File: config.mk
export PLATFORM = sky130hd
export DESIGN_NAME = fbk_current_ctl
export DESIGN_NICKNAME = d
export VERILOG_FILES = /design/src/rtl/fbk_ctl_pkg.sv /design/src/rtl/fbk_ctl_seq.sv /design/src/rtl/fbk_ctl_dp.sv /design/src/rtl/fbk_current_ctl.sv
export SDC_FILE = /design/constraint.sdc
export NUM_CORES = 1
export LEC_CHECK = 0
export ABC_CLOCK_PERIOD_IN_PS = 8400
export BUFFER_PORTS_ARGS = -buffer_cell sky130_fd_sc_hd__buf_4
export CAP_MARGIN = 40
export CELL_PAD_IN_SITES_DETAIL_PLACEMENT = 0
export CELL_PAD_IN_SITES_GLOBAL_PLACEMENT = 2
export CORE_ASPECT_RATIO = 0.8
export CORE_MARGIN = 1
export CORE_UTILIZATION = 30
export DETAILED_ROUTE_END_ITERATION = 10
export HOLD_SLACK_MARGIN = 0.05
export PLACE_DENSITY_LB_ADDON = 0.15
export SYNTH_ARGS = -nofsm -noshare
export SYNTH_HDL_FRONTEND = slang
export SYNTH_SLANG_ARGS = --single-unit
File: constraint.sdc
create_clock -name clk -period 8.4 [get_ports clk]
set_input_delay 0 -clock clk [delete_from_list [all_inputs] [get_ports clk]]
set_output_delay 0 -clock clk [all_outputs]
set_load 0.005 [all_outputs]
File: src/rtl/fbk_ctl_pkg.sv
package fbk_ctl_pkg;
  typedef struct packed {
    logic loadErr;
    logic loadEffort;
    logic updateLeg;
  } strobe_t;
endpackage

File: src/rtl/fbk_ctl_seq.sv
module fbk_ctl_seq
  import fbk_ctl_pkg::*;
(
  input  logic    clk,
  input  logic    rstN,
  input  logic    sampleValid,
  output strobe_t strobes,
  output logic    resultValid
);
  logic stageA;
  logic stageB;

  always_ff @(posedge clk) begin
    if (!rstN) begin
      stageA <= 1'b0;
      stageB <= 1'b0;
    end else begin
      stageA <= sampleValid;
      stageB <= stageA;
    end
  end

  always_comb begin
    strobes.loadErr    = sampleValid;
    strobes.loadEffort = stageA;
    strobes.updateLeg  = stageB;
  end

  assign resultValid = stageB;
endmodule

File: src/rtl/fbk_ctl_dp.sv
module fbk_ctl_dp
  import fbk_ctl_pkg::*;
#(
  parameter int DATA_W    = 16,
  parameter int OUT_W     = 16,
  parameter int GAIN_W    = 16,
  parameter int GAIN_FRAC = 14,
  parameter logic signed [GAIN_W-1:0] K_GRID = 16'sd10138,
  parameter logic signed [GAIN_W-1:0] K_INV  = 16'sd1522
) (
  input  logic                     clk,
  input  logic                     rstN,
  input  strobe_t                  strobes,
  input  logic signed [DATA_W-1:0] gridCur,
  input  logic signed [DATA_W-1:0] invCur,
  input  logic signed [DATA_W-1:0] gridRef,
  input  logic signed [DATA_W-1:0] invRef,
  input  logic        [OUT_W-2:0]  hystBand,
  output logic signed [OUT_W-1:0]  effort,
  output logic                     legOn
);
  localparam int ERR_W = DATA_W + 1;
  localparam int SUM_W = ERR_W + GAIN_W + 1;
  localparam logic signed [SUM_W-1:0] OUT_MAX = SUM_W'((64'sd1 <<< (OUT_W - 1)) - 64'sd1);
  localparam logic signed [SUM_W-1:0] OUT_MIN = -OUT_MAX - SUM_W'(1);

  logic signed [ERR_W-1:0] errGrid, errInv;
  logic signed [SUM_W-1:0] prodGrid, prodInv, sumFull, scaled;
  logic signed [OUT_W-1:0] clamped;
  logic signed [OUT_W:0]   effortExt, bandPos, bandNeg;

  // error stage
  always_ff @(posedge clk) begin
    if (!rstN) begin
      errGrid <= '0;
      errInv  <= '0;
    end else if (strobes.loadErr) begin
      errGrid <= ERR_W'(gridRef) - ERR_W'(gridCur);
      errInv  <= ERR_W'(invRef) - ERR_W'(invCur);
    end
  end

  // weighting, sum, scale, clamp
  always_comb begin
    prodGrid = SUM_W'(errGrid) * SUM_W'(K_GRID);
    prodInv  = SUM_W'(errInv) * SUM_W'(K_INV);
    sumFull  = prodGrid + prodInv;
    scaled   = sumFull >>> GAIN_FRAC;
    if (scaled > OUT_MAX)      clamped = OUT_MAX[OUT_W-1:0];
    else if (scaled < OUT_MIN) clamped = OUT_MIN[OUT_W-1:0];
    else                       clamped = scaled[OUT_W-1:0];
  end

  always_ff @(posedge clk) begin
    if (!rstN)                      effort <= '0;
    else if (strobes.loadEffort)    effort <= clamped;
  end

  // hysteresis comparator
  always_comb begin
    effortExt = (OUT_W+1)'(effort);
    bandPos   = $signed({2'b00, hystBand});
    bandNeg   = -bandPos;
  end

  always_ff @(posedge clk) begin
    if (!rstN) legOn <= 1'b0;
    else if (strobes.updateLeg) begin
      if (effortExt > bandPos)      legOn <= 1'b1;
      else if (effortExt < bandNeg) legOn <= 1'b0;
    end
  end

  a_r4_effort_hold: assert property (@(posedge clk) disable iff (!rstN)
    !strobes.loadEffort |=> $stable(effort));
  a_r5_leg_set: assert property (@(posedge clk) disable iff (!rstN)
    (strobes.updateLeg && effortExt > bandPos) |=> legOn);
  a_r6_leg_clear: assert property (@(posedge clk) disable iff (!rstN)
    (strobes.updateLeg && effortExt < bandNeg) |=> !legOn);
  a_r7_no_chatter: assert property (@(posedge clk) disable iff (!rstN)
    (!strobes.updateLeg || (effortExt <= bandPos && effortExt >= bandNeg)) |=> $stable(legOn));
endmodule

File: src/rtl/fbk_current_ctl.sv
module fbk_current_ctl
  import fbk_ctl_pkg::*;
#(
  parameter int DATA_W    = 16,
  parameter int OUT_W     = 16,
  parameter int GAIN_W    = 16,
  parameter int GAIN_FRAC = 14,
  parameter logic signed [GAIN_W-1:0] K_GRID = 16'sd10138,
  parameter logic signed [GAIN_W-1:0] K_INV  = 16'sd1522
) (
  input  logic                     clk,
  input  logic                     rstN,
  input  logic                     sampleValid,
  input  logic signed [DATA_W-1:0] gridCur,
  input  logic signed [DATA_W-1:0] invCur,
  input  logic signed [DATA_W-1:0] gridRef,
  input  logic signed [DATA_W-1:0] invRef,
  input  logic        [OUT_W-2:0]  hystBand,
  output logic signed [OUT_W-1:0]  effort,
  output logic                     effortValid,
  output logic                     legOn
);
  strobe_t strobes;

  fbk_ctl_seq uSeq (
    .clk(clk), .rstN(rstN), .sampleValid(sampleValid),
    .strobes(strobes), .resultValid(effortValid)
  );

  fbk_ctl_dp #(
    .DATA_W(DATA_W), .OUT_W(OUT_W), .GAIN_W(GAIN_W), .GAIN_FRAC(GAIN_FRAC),
    .K_GRID(K_GRID), .K_INV(K_INV)
  ) uDp (
    .clk(clk), .rstN(rstN), .strobes(strobes),
    .gridCur(gridCur), .invCur(invCur), .gridRef(gridRef), .invRef(invRef),
    .hystBand(hystBand), .effort(effort), .legOn(legOn)
  );

  logic validD1, validD2;
  always_ff @(posedge clk) begin
    if (!rstN) begin
      validD1 <= 1'b0;
      validD2 <= 1'b0;
    end else begin
      validD1 <= sampleValid;
      validD2 <= validD1;
    end
  end

  a_r8_valid_latency: assert property (@(posedge clk) disable iff (!rstN)
    effortValid == validD2);
  a_r1_idle_after_reset: assert property (@(posedge clk)
    $past(!rstN) |-> (effort == '0 && !legOn && !effortValid));
endmodule

==> results.py <==
metrics = {
    "run_status": {
        "outcome": "complete, no violations",
    },
    "clock_network": {
        "cts_hold_buf": 2,
        "clk_latency_ns": 0.34,
        "htreeDepth": 2,
        "cts-root-buf": "clkbuf_16",
        "cts_buffers": 5,
        "cts_setup_buffers": 0,
        "cts.sinks": 53,
        "path_clk_slew_ns": 0.09,
        "cts_buffer_depth": 2,
        "ctsResizeCount": 0,
        "cts_tree": "built",
    },
    "timing": {
        "hold_ws_ns": 0.1071,
        "hold_violations": 0,
        "drv_slew": 0,
        "slew_headroom_pct": 51.78,
        "worst-slew-pin-transition_ns": 0.7140,
        "fin_crit_ns": 7.709,
        "setup_viol": 0,
        "timing.fmax_mhz": 129.7,
        "skew_ns": 0.01285,
        "rsz0062_at_grt": "false",
        "final.setup.tns_ns": 0,
        "fin_crit_sh_pct": 91.78,
    },
    "synth": {
        "ys_ff_latch": 53,
        "seq_area_frac_synth_pct": 7.528,
        "yosysWarnings": 0,
        "synth_area_leaders": "ha_1 (26%), fa_1 (25%), inv_1 (9.5%)",
        "yosysTopAreaCell": "ha_1",
        "async_flop_share_pct": 0,
        "ys.flop_type": "dfxtp_1",
        "synth.avg_cell_area_sq_um": 8.842,
        "synthesis.nets": 2143,
        "synth_top_area_share_pct": 25.57,
        "synth_cell_types": 70,
        "synth_edf_count": 0,
        "syn_inst": 1594,
        "syn_area_sq_um": 14090,
    },
    "global_routing": {
        "grt_pass1_wl_um": 56200,
        "grtUsageTotal_pct": 14.72,
        "grt_max_degree": 56,
        "grt_pass1_vias": 10881,
        "grt_antenna_before_repair": 0,
        "grt_overflow": 0,
    },
    "route": {
        "drt_iter0_markers": 337,
        "drt_wl_total_um": 33880,
        "wl_per_cell_um": 14.73,
        "first_pass_iters": 5,
        "drcViolationCount": 0,
        "vias": 10585,
        "ant_nets": 0,
        "via_per_inst": 4.602,
    },
    "floorplanning": {
        "dieArea_sq_um": 47850,
        "rows": 70,
        "start_util_pct": 30.65,
        "core_sq_um": 45980,
        "ios": 100,
        "die_w_um": 244.3,
        "chipHeight_um": 195.9,
    },
    "placement": {
        "globalplace.congestion": 0.8049,
        "hpwlAfterDp_um": 29540,
        "io_buffer_count": 99,
        "dpl-instance-area_sq_um": 15560,
    },
    "critical_path": {
        "cp_common_cell": "a21oi_1",
        "start_kind": "flop",
        "cp_slowest_cell": "dfxtp_1",
        "required_ns": 8.68,
        "arrival_ns": 7.98,
        "cp_max_fo": 15,
        "crit_type": "reg2reg",
        "worst_setup_path_end_kind": "flop",
        "reg2reg_depth": 29,
        "critPathMaxStageDelay_ns": 0.65,
    },
    "cells_and_area": {
        "nets": 2236,
        "fin_area_sq_um": 15750,
        "drive_above_1_share_pct": 8.175,
        "syn_to_final_growth_pct": 11.77,
        "n_fill_cell": 4871,
        "num_antenna_cells": 0,
    },
    "min_path": {
        "min_delay_path_depth": 4,
        "min_path_type": "in2reg",
    },
    "job": {
        "cap_violations": 0,
    },
}
-- layer usage --
layer  GRT usage (%)  wire length [um]  vias to the layer above
met1           21.73             18300                     5043
met4           2.755               315                        0
met2           22.82             14270                      114
li1                -                 -                     5416
met3           2.025               996                       12
met5               0                 0                        -
-- registers in the layout, summed over array words and instances, names as in the netlist --
signal / cells
uDp.errInv: 17
uSeq.stageA: 1
uDp.legOn: 1
uDp.errGrid: 17
uSeq.resultValid: 1
uDp.effort: 16
-- critical path, delay by kind of cell (launching register included) --
family          cells  cell delay, ns
mux                 1            0.33
fa+ha+maj           7            2.96
compound gates     14            2.72
buf+inv             4            0.20
flops               1            0.65
xor+xnor            1            0.09
simple gates        2            0.67
-- Yosys cell counts, types with 9 or more instances --
cell type / instances
nor3_1: 30
ha_1: 288
o21a_1: 18
mux2i_1: 15
nand4_1: 11
o21bai_1: 11
nand2b_1: 16
a21oi_1: 77
dfxtp_1: 53
a21boi_0: 10
nand3_1: 19
nor2b_1: 38
nand2_1: 67
xor2_1: 27
inv_1: 357
a21oi_2: 9
nor2_1: 73
fa_1: 179
o21ai_0: 69
a21o_1: 26
xnor2_1: 70
a211oi_1: 10
clkbuf_1: 15
-- stage by stage --
stage	cells	worst slack, ns	utilization [%]
final	2300	0.6907	34.26
after global routing	2300	0.1245	34.26
after CTS	2300	0.6273	34.26
after detailed placement	2290	0.6455	33.84
after global placement	2289	0.7193	33.78
after floorplan	1594	1.303	-
-- cell families (layout without fill, tap and decap cells) --
group           Yosys count  count (layout)  share of synthesized area (%)
compound gates          288             288                          13.61
xor+xnor                 97              97                          6.028
fa+ha+maj               467             467                          50.99
buf+inv                 377             471                          10.22
flops                    53              53                          7.528
mux                      18              18                          1.332
simple gates            294             294                          10.29
-- cell usage in the layout, fill, tap and decap left out, drive strengths merged, types with 5 or more instances in the layout --
cell	n
inv	357
ha	288
fa	179
buf	104
a21oi	88
nor2	73
xnor2	70
o21ai	70
nand2	67
dfxtp	53
nor2b	38
nor3	30
xor2	27
a21o	26
nand3	19
o21a	18
nand2b	16
mux2i	15
a211oi	12
nand4	11
o21bai	11
a21boi	10
and2	8
o211a	7
and3	7
a31oi	7
clkbuf	7
nor4	6
or3	5
o211ai	5
-- cell type report --
class / instances / area [sq um] / area share [%]
clock inverter: 1 / 30.03 / 0.1906
timing repair buffer: 106 / 820.8 / 5.210
clock buffer: 7 / 142.6 / 0.9055
inverter: 357 / 1340 / 8.507
multi-input combinational: 1164 / 11590 / 73.59
sequential: 53 / 1061 / 6.736
tap: 612 / 765.7 / 4.861
-- worst paths after layout --
check                startpoint            end  slack, ns
setup / recovery  uDp.errInv[7]  uDp.effort[4]       0.69
hold reg to reg       uDp.legOn      uDp.legOn       0.52
setup reg to reg  uDp.errInv[7]  uDp.effort[4]       0.69
hold / removal        invCur[1]  uDp.errInv[1]       0.11
Power is left out: the tool's default activity adds up to more than one toggle a clock period on the data nets, which glitch-free logic cannot reach.
